--- src/rtl/stk_pkg.sv ---
package stk_pkg;
  typedef enum logic [2:0] {
    OP_NONE,
    OP_INIT,
    OP_PUSH,
    OP_POP,
    OP_PEEK
  } stk_op_e;
endpackage

--- src/rtl/stk_rst_sync.sv ---
module stk_rst_sync (
  input  logic clk,
  input  logic rst_n,
  output logic rst_n_sync
);
  logic meta_q;

  always_ff @(posedge clk or negedge rst_n) begin
    if (!rst_n) begin
      meta_q     <= 1'b0;
      rst_n_sync <= 1'b0;
    end else begin
      meta_q     <= 1'b1;
      rst_n_sync <= meta_q;
    end
  end
endmodule

--- src/rtl/stk_arb.sv ---
module stk_arb (
  input  logic             init_req,
  input  logic             push_req,
  input  logic             pop_req,
  input  logic             peek_req,
  output stk_pkg::stk_op_e op_o
);
  import stk_pkg::*;

  // Fixed priority: initialise, push, pop, peek.
  always_comb begin
    if (init_req)      op_o = OP_INIT;
    else if (push_req) op_o = OP_PUSH;
    else if (pop_req)  op_o = OP_POP;
    else if (peek_req) op_o = OP_PEEK;
    else               op_o = OP_NONE;
  end
endmodule

--- src/rtl/stk_mem.sv ---
module stk_mem #(
  parameter int unsigned DEPTH  = 16,
  parameter int unsigned DATA_W = 16,
  localparam int unsigned IDX_W = (DEPTH > 1) ? $clog2(DEPTH) : 1
) (
  input  logic              clk,
  input  logic              we,
  input  logic [IDX_W-1:0]  widx,
  input  logic [DATA_W-1:0] wdata,
  input  logic              re,
  input  logic [IDX_W-1:0]  ridx,
  output logic [DATA_W-1:0] rdata
);
  logic [DATA_W-1:0] store [DEPTH];

  always_ff @(posedge clk) begin
    if (we) store[widx] <= wdata;
  end

  always_ff @(posedge clk) begin
    if (re) rdata <= store[ridx];
  end
endmodule

--- src/rtl/stk_ptr.sv ---
module stk_ptr #(
  parameter int unsigned ADDR_W    = 8,
  parameter int unsigned DEPTH     = 16,
  parameter int unsigned BASE_ADDR = 64,
  localparam int unsigned IDX_W    = (DEPTH > 1) ? $clog2(DEPTH) : 1
) (
  input  logic              clk,
  input  logic              rst_n,
  input  stk_pkg::stk_op_e  op_i,
  input  logic [ADDR_W-1:0] off_i,
  output logic [ADDR_W-1:0] sp_o,
  output logic              full_o,
  output logic              empty_o,
  output logic              we_o,
  output logic [IDX_W-1:0]  widx_o,
  output logic              re_o,
  output logic [IDX_W-1:0]  ridx_o,
  output logic              err_o,
  output logic              rvalid_o,
  output logic              zero_o
);
  import stk_pkg::*;

  localparam logic [ADDR_W-1:0] BASE_A = ADDR_W'(BASE_ADDR);
  localparam logic [ADDR_W:0]   TOP_X  = (ADDR_W+1)'(BASE_ADDR + 2 * DEPTH);
  localparam logic [ADDR_W-1:0] TOP_A  = TOP_X[ADDR_W-1:0];
  localparam logic [ADDR_W-1:0] STEP   = ADDR_W'(2);

  logic [ADDR_W-1:0] sp_q, sp_d, sp_dec, sp_inc, off_al;
  logic [ADDR_W:0]   peek_sum;
  logic              peek_bad, sp_en;
  logic              err_d, rv_d, zero_d;

  function automatic logic [IDX_W-1:0] idx_of(input logic [ADDR_W-1:0] a);
    logic [ADDR_W-1:0] rel;
    rel = (a - BASE_A) >> 1;
    return IDX_W'(rel);
  endfunction

  assign full_o   = (sp_q == BASE_A);
  assign empty_o  = (sp_q == TOP_A);
  assign sp_dec   = sp_q - STEP;
  assign sp_inc   = sp_q + STEP;
  assign off_al   = off_i & ~ADDR_W'(1);
  assign peek_sum = {1'b0, sp_q} + {1'b0, off_al};
  assign peek_bad = (peek_sum >= TOP_X);

  // Next-state decode
  always_comb begin
    sp_d   = sp_q;
    sp_en  = 1'b0;
    we_o   = 1'b0;
    re_o   = 1'b0;
    err_d  = 1'b0;
    rv_d   = 1'b0;
    zero_d = 1'b0;
    widx_o = idx_of(sp_dec);
    ridx_o = idx_of(sp_q);
    unique case (op_i)
      OP_INIT: begin
        sp_d  = TOP_A;
        sp_en = 1'b1;
      end
      OP_PUSH: begin
        if (full_o) begin
          err_d = 1'b1;
        end else begin
          sp_d  = sp_dec;
          sp_en = 1'b1;
          we_o  = 1'b1;
        end
      end
      OP_POP: begin
        if (empty_o) begin
          err_d = 1'b1;
        end else begin
          re_o  = 1'b1;
          rv_d  = 1'b1;
          sp_d  = sp_inc;
          sp_en = 1'b1;
        end
      end
      OP_PEEK: begin
        ridx_o = idx_of(peek_sum[ADDR_W-1:0]);
        rv_d   = 1'b1;
        if (peek_bad) begin
          err_d  = 1'b1;
          zero_d = 1'b1;
        end else begin
          re_o = 1'b1;
        end
      end
      default: ;
    endcase
  end

  // Registers
  always_ff @(posedge clk or negedge rst_n) begin
    if (!rst_n) begin
      sp_q <= TOP_A;
    end else if (sp_en) begin
      sp_q <= sp_d;
    end
  end

  always_ff @(posedge clk or negedge rst_n) begin
    if (!rst_n) begin
      err_o    <= 1'b0;
      rvalid_o <= 1'b0;
      zero_o   <= 1'b0;
    end else begin
      err_o    <= err_d;
      rvalid_o <= rv_d;
      zero_o   <= zero_d;
    end
  end

  assign sp_o = sp_q;
endmodule

--- src/rtl/stk_ctrl.sv ---
module stk_ctrl #(
  parameter int unsigned ADDR_W    = 8,
  parameter int unsigned DATA_W    = 16,
  parameter int unsigned DEPTH     = 16,
  parameter int unsigned BASE_ADDR = 64
) (
  input  logic              clk,
  input  logic              rst_n,
  input  logic              init_i,
  input  logic              push_i,
  input  logic              pop_i,
  input  logic              peek_i,
  input  logic [ADDR_W-1:0] peek_off_i,
  input  logic [DATA_W-1:0] push_data_i,
  output logic [DATA_W-1:0] rd_data_o,
  output logic              rd_valid_o,
  output logic [ADDR_W-1:0] sp_o,
  output logic              full_o,
  output logic              empty_o,
  output logic              err_o
);
  localparam int unsigned IDX_W = (DEPTH > 1) ? $clog2(DEPTH) : 1;

  logic              rst_n_sync;
  stk_pkg::stk_op_e  op;
  logic              we, re, zero_q;
  logic [IDX_W-1:0]  widx, ridx;
  logic [DATA_W-1:0] mem_rdata;

  stk_rst_sync u_rst (
    .clk        (clk),
    .rst_n      (rst_n),
    .rst_n_sync (rst_n_sync)
  );

  stk_arb u_arb (
    .init_req (init_i),
    .push_req (push_i),
    .pop_req  (pop_i),
    .peek_req (peek_i),
    .op_o     (op)
  );

  stk_ptr #(
    .ADDR_W    (ADDR_W),
    .DEPTH     (DEPTH),
    .BASE_ADDR (BASE_ADDR)
  ) u_ptr (
    .clk      (clk),
    .rst_n    (rst_n_sync),
    .op_i     (op),
    .off_i    (peek_off_i),
    .sp_o     (sp_o),
    .full_o   (full_o),
    .empty_o  (empty_o),
    .we_o     (we),
    .widx_o   (widx),
    .re_o     (re),
    .ridx_o   (ridx),
    .err_o    (err_o),
    .rvalid_o (rd_valid_o),
    .zero_o   (zero_q)
  );

  stk_mem #(
    .DEPTH  (DEPTH),
    .DATA_W (DATA_W)
  ) u_mem (
    .clk   (clk),
    .we    (we),
    .widx  (widx),
    .wdata (push_data_i),
    .re    (re),
    .ridx  (ridx),
    .rdata (mem_rdata)
  );

  assign rd_data_o = (rd_valid_o && !zero_q) ? mem_rdata : '0;
endmodule

--- config.mk ---
export PLATFORM = sky130hd
export DESIGN_NAME = stk_ctrl
export DESIGN_NICKNAME = d
export VERILOG_FILES = /design/src/rtl/stk_pkg.sv /design/src/rtl/stk_rst_sync.sv /design/src/rtl/stk_arb.sv /design/src/rtl/stk_mem.sv /design/src/rtl/stk_ptr.sv /design/src/rtl/stk_ctrl.sv
export SDC_FILE = /design/constraint.sdc
export NUM_CORES = 1
export LEC_CHECK = 0
export CAP_MARGIN = 15
export CORE_MARGIN = 2
export CORE_UTILIZATION = 50
export DETAILED_ROUTE_END_ITERATION = 8
export GPL_TIMING_DRIVEN = 0
export PLACE_DENSITY = 0.75
export SLEW_MARGIN = 15
export SYNTH_ARGS = -nofsm -noshare
export SYNTH_HDL_FRONTEND = slang
export SYNTH_SLANG_ARGS = --single-unit
--- constraint.sdc ---
create_clock -name clk -period 3 [get_ports clk]
set_clock_uncertainty 0.2 [all_clocks]
set_input_delay 0.6 -clock clk [delete_from_list [all_inputs] [get_ports clk]]
set_output_delay 0.6 -clock clk [all_outputs]
set_load 0.05 [all_outputs]
======== After elaboration in Yosys (flattened, before gate mapping) ========
Memory sizes are Yosys's and may differ from the RTL's. A register that Yosys moved wholly into a read port is not among the register bits.
Index checks and enable logic that the tools add are counted.
storage, ports and cells
  register bits ........................... 13
  memory bits (writable) .................. 256
  output and inout bits ................... 28
  logic and storage cells ................. 49
  memories ................................ 1
operators by class
  add/subtract/negate cells ............... 6
  magnitude comparators ................... 1
  equality and inequality tests ........... 8
  muxes and demuxes ....................... 23
  reductions and logical operators ........ 4
memory list
  memory       depth  bits a word  rd ports  clocked after Yosys merged registers in  wr ports  line           text
  u_mem.store  16     16           1         1                                        1         stk_mem.sv:14  logic [DATA_W-1:0] store [DEPTH];
operators with widths
  cell                   number
  $pmux W8 S3            1
  $eq A8 B7 Y1 const B   2
  $mux W16               1
  $mux W8                2
  $sub A5 B1 Y5 const B  3
  $mux W3                4
  $mux W1                10
  $add A8 B8 Y9          1
  $ge A9 B7 Y1 const B   1
  $add A8 B2 Y8 const B  1
  $sub A8 B2 Y8 const B  1
  $eq A3 B2 Y1 const B   2
  $pmux W1 S3            2
  $mux W4                1
  $ne A2 B2 Y1 const B   2
  $pmux W1 S2            2
  $reduce_and A4 Y1      1
  $eq A3 B1 Y1 const B   1
  $eq A3 B3 Y1 const B   1
  $reduce_bool A3 Y1     1
  $logic_and A1 B1 Y1    1
  $logic_not A1 Y1       1

======== Longest topological paths before layout ========
  depth after elaboration ................. 8
  mapped depth ............................ 10

======== Cells and area by module ========
Synthesis repeated with hierarchy kept, for this count alone.
second synthesis, totals
  cells, all modules ...................... 591
  area total of the unflattened synthesis .. 11,561.1 um^2
by module, submodules not included
  module        instances  cells each  area each (um^2)  seq. area each (um^2)
  stk_mem       1          432         10,203.5          8,167.8
  stk_ptr       1          133         1,098.6           252.7
  stk_ctrl      1          18          170.2             0.0
  stk_rst_sync  1          3           53.8              50.0
  stk_arb       1          5           35.0              0.0

======== Worst setup path after synthesis ========
OpenSTA, ideal clock, no wires.
  path kind ............................... register -> register
  from .................................... register u_ptr.sp_q[3], in the netlist u_ptr.sp_o[3]
  to ...................................... memory u_mem.store[11][0] (enable)
  library setup time ...................... 409 ps
  arrival ................................. 3,086 ps
  data required time ...................... 2,391 ps
  path slack .............................. -695 ps
  cell stages (with the launch flop) ...... 7
  cells stage by stage .................... dfrtp_1 -> clkbuf_1 -> nor4_1 -> and3_1 -> nor2_1 -> nand2_1 -> nor3_1
between the ends
  cells in the longest elaborated chain, start to end .. 5
  elaborated cells between the ends (all ways) .. 7
  those cells by class .................... add/sub (2); eq/ne (1); mux (4)
RTL lines
  what                           line            text
  start: declaration             stk_ptr.sv:29   logic [ADDR_W-1:0] sp_q, sp_d, sp_dec, sp_inc, off_al;
  start signal: assignment       stk_ptr.sv:102  sp_q <= sp_d;
  $eq A8 B7 Y1                   stk_ptr.sv:40   assign full_o = (sp_q == BASE_A);
  named net full_o               stk_ctrl.sv:18  output logic full_o,
  $mux W1                        stk_ptr.sv:65   if (full_o) begin
  $mux W1                        stk_ptr.sv:59   unique case (op_i)
  $mux W1                        stk_mem.sv:17   if (we) store[widx] <= wdata;
  $mux W1 (not written as such)  stk_mem.sv:17
  end: declaration               stk_mem.sv:14
The timed path passes the listed nets, and every way through them passes these cells.

======== Worst setup path after layout ========
  from .................................... input peek_off_i[1]
  to ...................................... register u_mem.rdata[3], read port of u_mem.store, data pin
between the ends
  cells in the longest elaborated chain, start to end .. 4
  elaborated cells between the ends (all ways) .. 6
  those cells by class .................... add/sub (2); order compare (1); mux (3)
RTL lines
  what                line            text
  start: declaration  stk_ctrl.sv:13  input logic [ADDR_W-1:0] peek_off_i,
  $add A8 B8 Y9 *     stk_ptr.sv:45   assign peek_sum = {1'b0, sp_q} + {1'b0, off_al};
  $ge A9 B7 Y1        stk_ptr.sv:46   assign peek_bad = (peek_sum >= TOP_X);
  $mux W1             stk_ptr.sv:86   if (peek_bad) begin
  $pmux W1 S2         stk_ptr.sv:59
  end: declaration    stk_mem.sv:12   output logic [DATA_W-1:0] rdata
Every way passes the cells marked *; elsewhere a longest branch is shown, timed or not.
A chain may end at the register's enable or synchronous reset.

==> results.toml <==
[floorplan]
core-area_um2 = 22780
die-area_um2 = 24590
die_h_um = 156.8
ioPinCount = 58
num_rows = 55
start_util_pct = 51.27
die-width_um = 156.8

[global_route]
grt.total_usage_pct = 21.43
grt_pass1_wl_um = 39290
grt_pass1_vias = 7009
grt_overflow = 0
grt_max_degree = 17
antenna_found_initial = 0

[yosys]
synth-main-ff-cell = "edfxtp_1"
synth_edf_count = 272
async_flop_share_pct = 4.225
yosysSeqAreaShare_pct = 72.54
synth_top_cell_area_share_pct = 69.95
synthesis.area_um2 = 11680
netlist_instances = 708
yosys.area.top_type = "edfxtp_1"
yosysWarnings = 0
synth_seq_cells = 284
synth.avg_cell_area_um2 = 16.49
ys_types = 49
synth_nets = 751
synth_area_leaders = "edfxtp_1 70%, mux2i_1 5.7%, mux2_2 3.2%, mux4_2 3.1%, dfrtp_1 2.1%"

[critical_path]
crit_buf_inv = 3
end_kind = "flip-flop"
critical_path_class = "input port to flip-flop"
worstPathArrival_ns = 3.14
cpMostUsedCell = "buf_6"
worstPathRequired_ns = 3.07
crit_path_start_kind = "input port"
path_cells = "clkdlybuf4s50_1 -> ha_2 -> fa_2 -> mux2_4 -> buf_6 -> buf_6 -> a21oi_1 -> a32oi_1 -> mux2i_4 -> o22ai_2"
slowest_stage = "fa_2"
slowest_delay_ns = 0.48
path_delay_family = "buffers and inverters"
path_max_fanout = 10

[sta]
finalMaxSlewViolations = 0
max_freq_mhz = 326.0
final.period_utilization_pct = 102.3
tightest_slew_ns = 0.7662
hold_viol = 0
whs_ns = 0.02887
period_minus_slack_ns = 3.068
layout_setup_ws_ns = -0.06765
rsz0062_at_grt = "true"
maxSlewHeadroom_pct = 48.81
report.final.setup_viol = 5

[pwr]
p_clk_share_pct = 32.3
power.switching_uw = 2746
leakagePower_uw = 0.005030
powerDensity_nw_per_um2 = 701.3
swShare_pct = 27.68
p_seq_share_pct = 46.4
vdd_drop_max_mv = 0.3956
pwr-share-comb_pct = 21.2
report.power.total_uw = 9922
internal-power_uw = 7175

[drt]
vias_per_cell = 5.941
wirelength_um = 26570
first_pass_iters = 5
wl_per_cell_um = 23.16
first_iter_violations = 791
drc = 0
vias = 6814
ant_nets = 0

[final_layout]
fin_cells = 1147
num-nets-final = 855
antenna_cells = 0
drive_gt1_share_pct = 24.34
post-route-util_pct = 62.11
syn_to_final_growth_pct = 21.15

[status]
violations = "negative setup slack"
outcome = "finished, violations left"

[place]
place.detailed.hpwl_um = 16060
portBuffers = 53
dp_cells = 1074
gp_congestion = 0.9149

[flow_run]
max-cap-violations = 0

[cts]
root_buffer = "clkbuf_16"
cts_max_path_buffers = 3
clk_latency_ns = 0.54
clock-sinks = 284
cts_htree_levels = 1
cts_tree = "done"
path_clk_slew_ns = 0.06
cts_buffers = 28

[worst_hold_path]
hold_class = "flip-flop to asynchronous set/reset pin"
## layout make-up
cell class / instances / area, um2
plain buffers: 38 / 286.5
fillers: 1537 / 8631
multi-input cells: 379 / 3302
well taps: 313 / 391.6
repair buffers: 75 / 823.3
clock buffers: 31 / 733.2
flip-flops and latches: 284 / 8474
clock inverters: 21 / 113.9
inverters: 6 / 22.52
## cell families (layout without fill, tap and decap cells)
group | count (synthesis) | count (layout) | synth area share (%)
XOR/XNOR | 7 | 7 | 0.5250
flip-flops | 284 | 284 | 72.54
buffers and inverters | 45 | 171 | 1.961
multiplexers | 116 | 116 | 12.01
adder cells (fa/ha/maj) | 13 | 13 | 1.457
other | 2 | 2 | 0.06431
AO/OA/AOI/OAI | 118 | 118 | 6.451
AND/OR/NAND/NOR | 123 | 123 | 4.993
## repair_timing
action                     in CTS  in global routing
hold endpoints to repair        8                  0
hold buffers                    1                  0
setup buffers                  13                  8
setup endpoints to repair     288                201
cloned                          0                  0
pin swaps                      11                  6
gates resized for setup        82                 62
## power by group through the flow
stage / clock network [uW] / registers, uW / logic (uW)
2_1_floorplan: 0 / 4750 / 1160
3_3_place_gp: 0 / 4680 / 1740
3_5_place_dp: 0 / 4690 / 1800
4_1_cts: 3240 / 4600 / 1960
5_1_grt: 3380 / 4620 / 2230
6_report: 3210 / 4610 / 2110
## synth_stat cells, types with 7 or more instances
cell type / number
and2_1: 20
clkbuf_1: 18
mux4_2: 16
mux2_2: 33
nor3_1: 7
buf_2: 12
a21oi_1: 25
o22ai_1: 34
mux2i_1: 67
a32oi_1: 15
nand2_1: 59
edfxtp_1: 272
ha_1: 12
dfrtp_1: 10
nor2_1: 19
o21ai_0: 24
## per-layer routing
layer | vias up | track usage (%) | wire, um
met5 | - | 0 | 0
met4 | 0 | 7.776 | 864
met3 | 65 | 3.102 | 1756
met2 | 327 | 36.03 | 13170
met1 | 3431 | 28.66 | 10780
li1 | 2991 | - | -
## registers in the layout (all words and copies together), names as in the netlist
name / cells
u_ptr.rvalid_o: 1
u_ptr.sp_o: 7
u_mem.store: 256
u_ptr.err_o: 1
u_mem.rdata: 16
u_rst.meta_q: 1
u_ptr.zero_o: 1
u_rst.rst_n_sync: 1
## stage by stage
step	setup WS (ns)	area (um2)	setup TNS [ns]
2_1_floorplan	-0.09694	11760	-6.204
3_3_place_gp	-1.244	12680	-67.51
3_5_place_dp	-1.289	12680	-89.10
4_1_cts	-0.1544	13940	-0.7697
5_1_grt	-0.1281	14150	-5.576
6_report	-0.06765	14150	-0.1304
## cell usage in the layout (no fill, tap or decap), types with 16 or more instances in the layout
cell type        netlist  routed
mux2_2                33      32
o22ai_1               34      32
nand2_1               59      58
clkbuf_16              0      29
o21ai_0               24      22
clkdlybuf4s50_1        0      34
a21oi_1               25      22
edfxtp_1             272     272
and2_1                20      16
mux2i_1               67      53
mux4_2                16      16
## worst paths after layout
check,slack (ns),end,from,depth (start not counted)
worst max-delay path,-0.07,u_mem.rdata[3]$_DFFE_PP_,peek_off_i[1],10
worst min-delay path,0.03,u_ptr.sp_o[6]$_DFFE_PN1P_,u_rst.rst_n_sync$_DFF_PN0_,0
worst min register to register,0.03,u_ptr.sp_o[6]$_DFFE_PN1P_,u_rst.rst_n_sync$_DFF_PN0_,0
worst max register to register,0,u_mem.rdata[3]$_DFFE_PP_,u_ptr.sp_o[1]$_DFFE_PN0P_,9
min in group clk,0.14,u_ptr.sp_o[5]$_DFFE_PN1P_,init_i,3
max in group asynchronous,1.70,u_ptr.sp_o[2]$_DFFE_PN0P_,u_rst.rst_n_sync$_DFF_PN0_,1
Note: power is estimated with default switching activity, not from simulation.
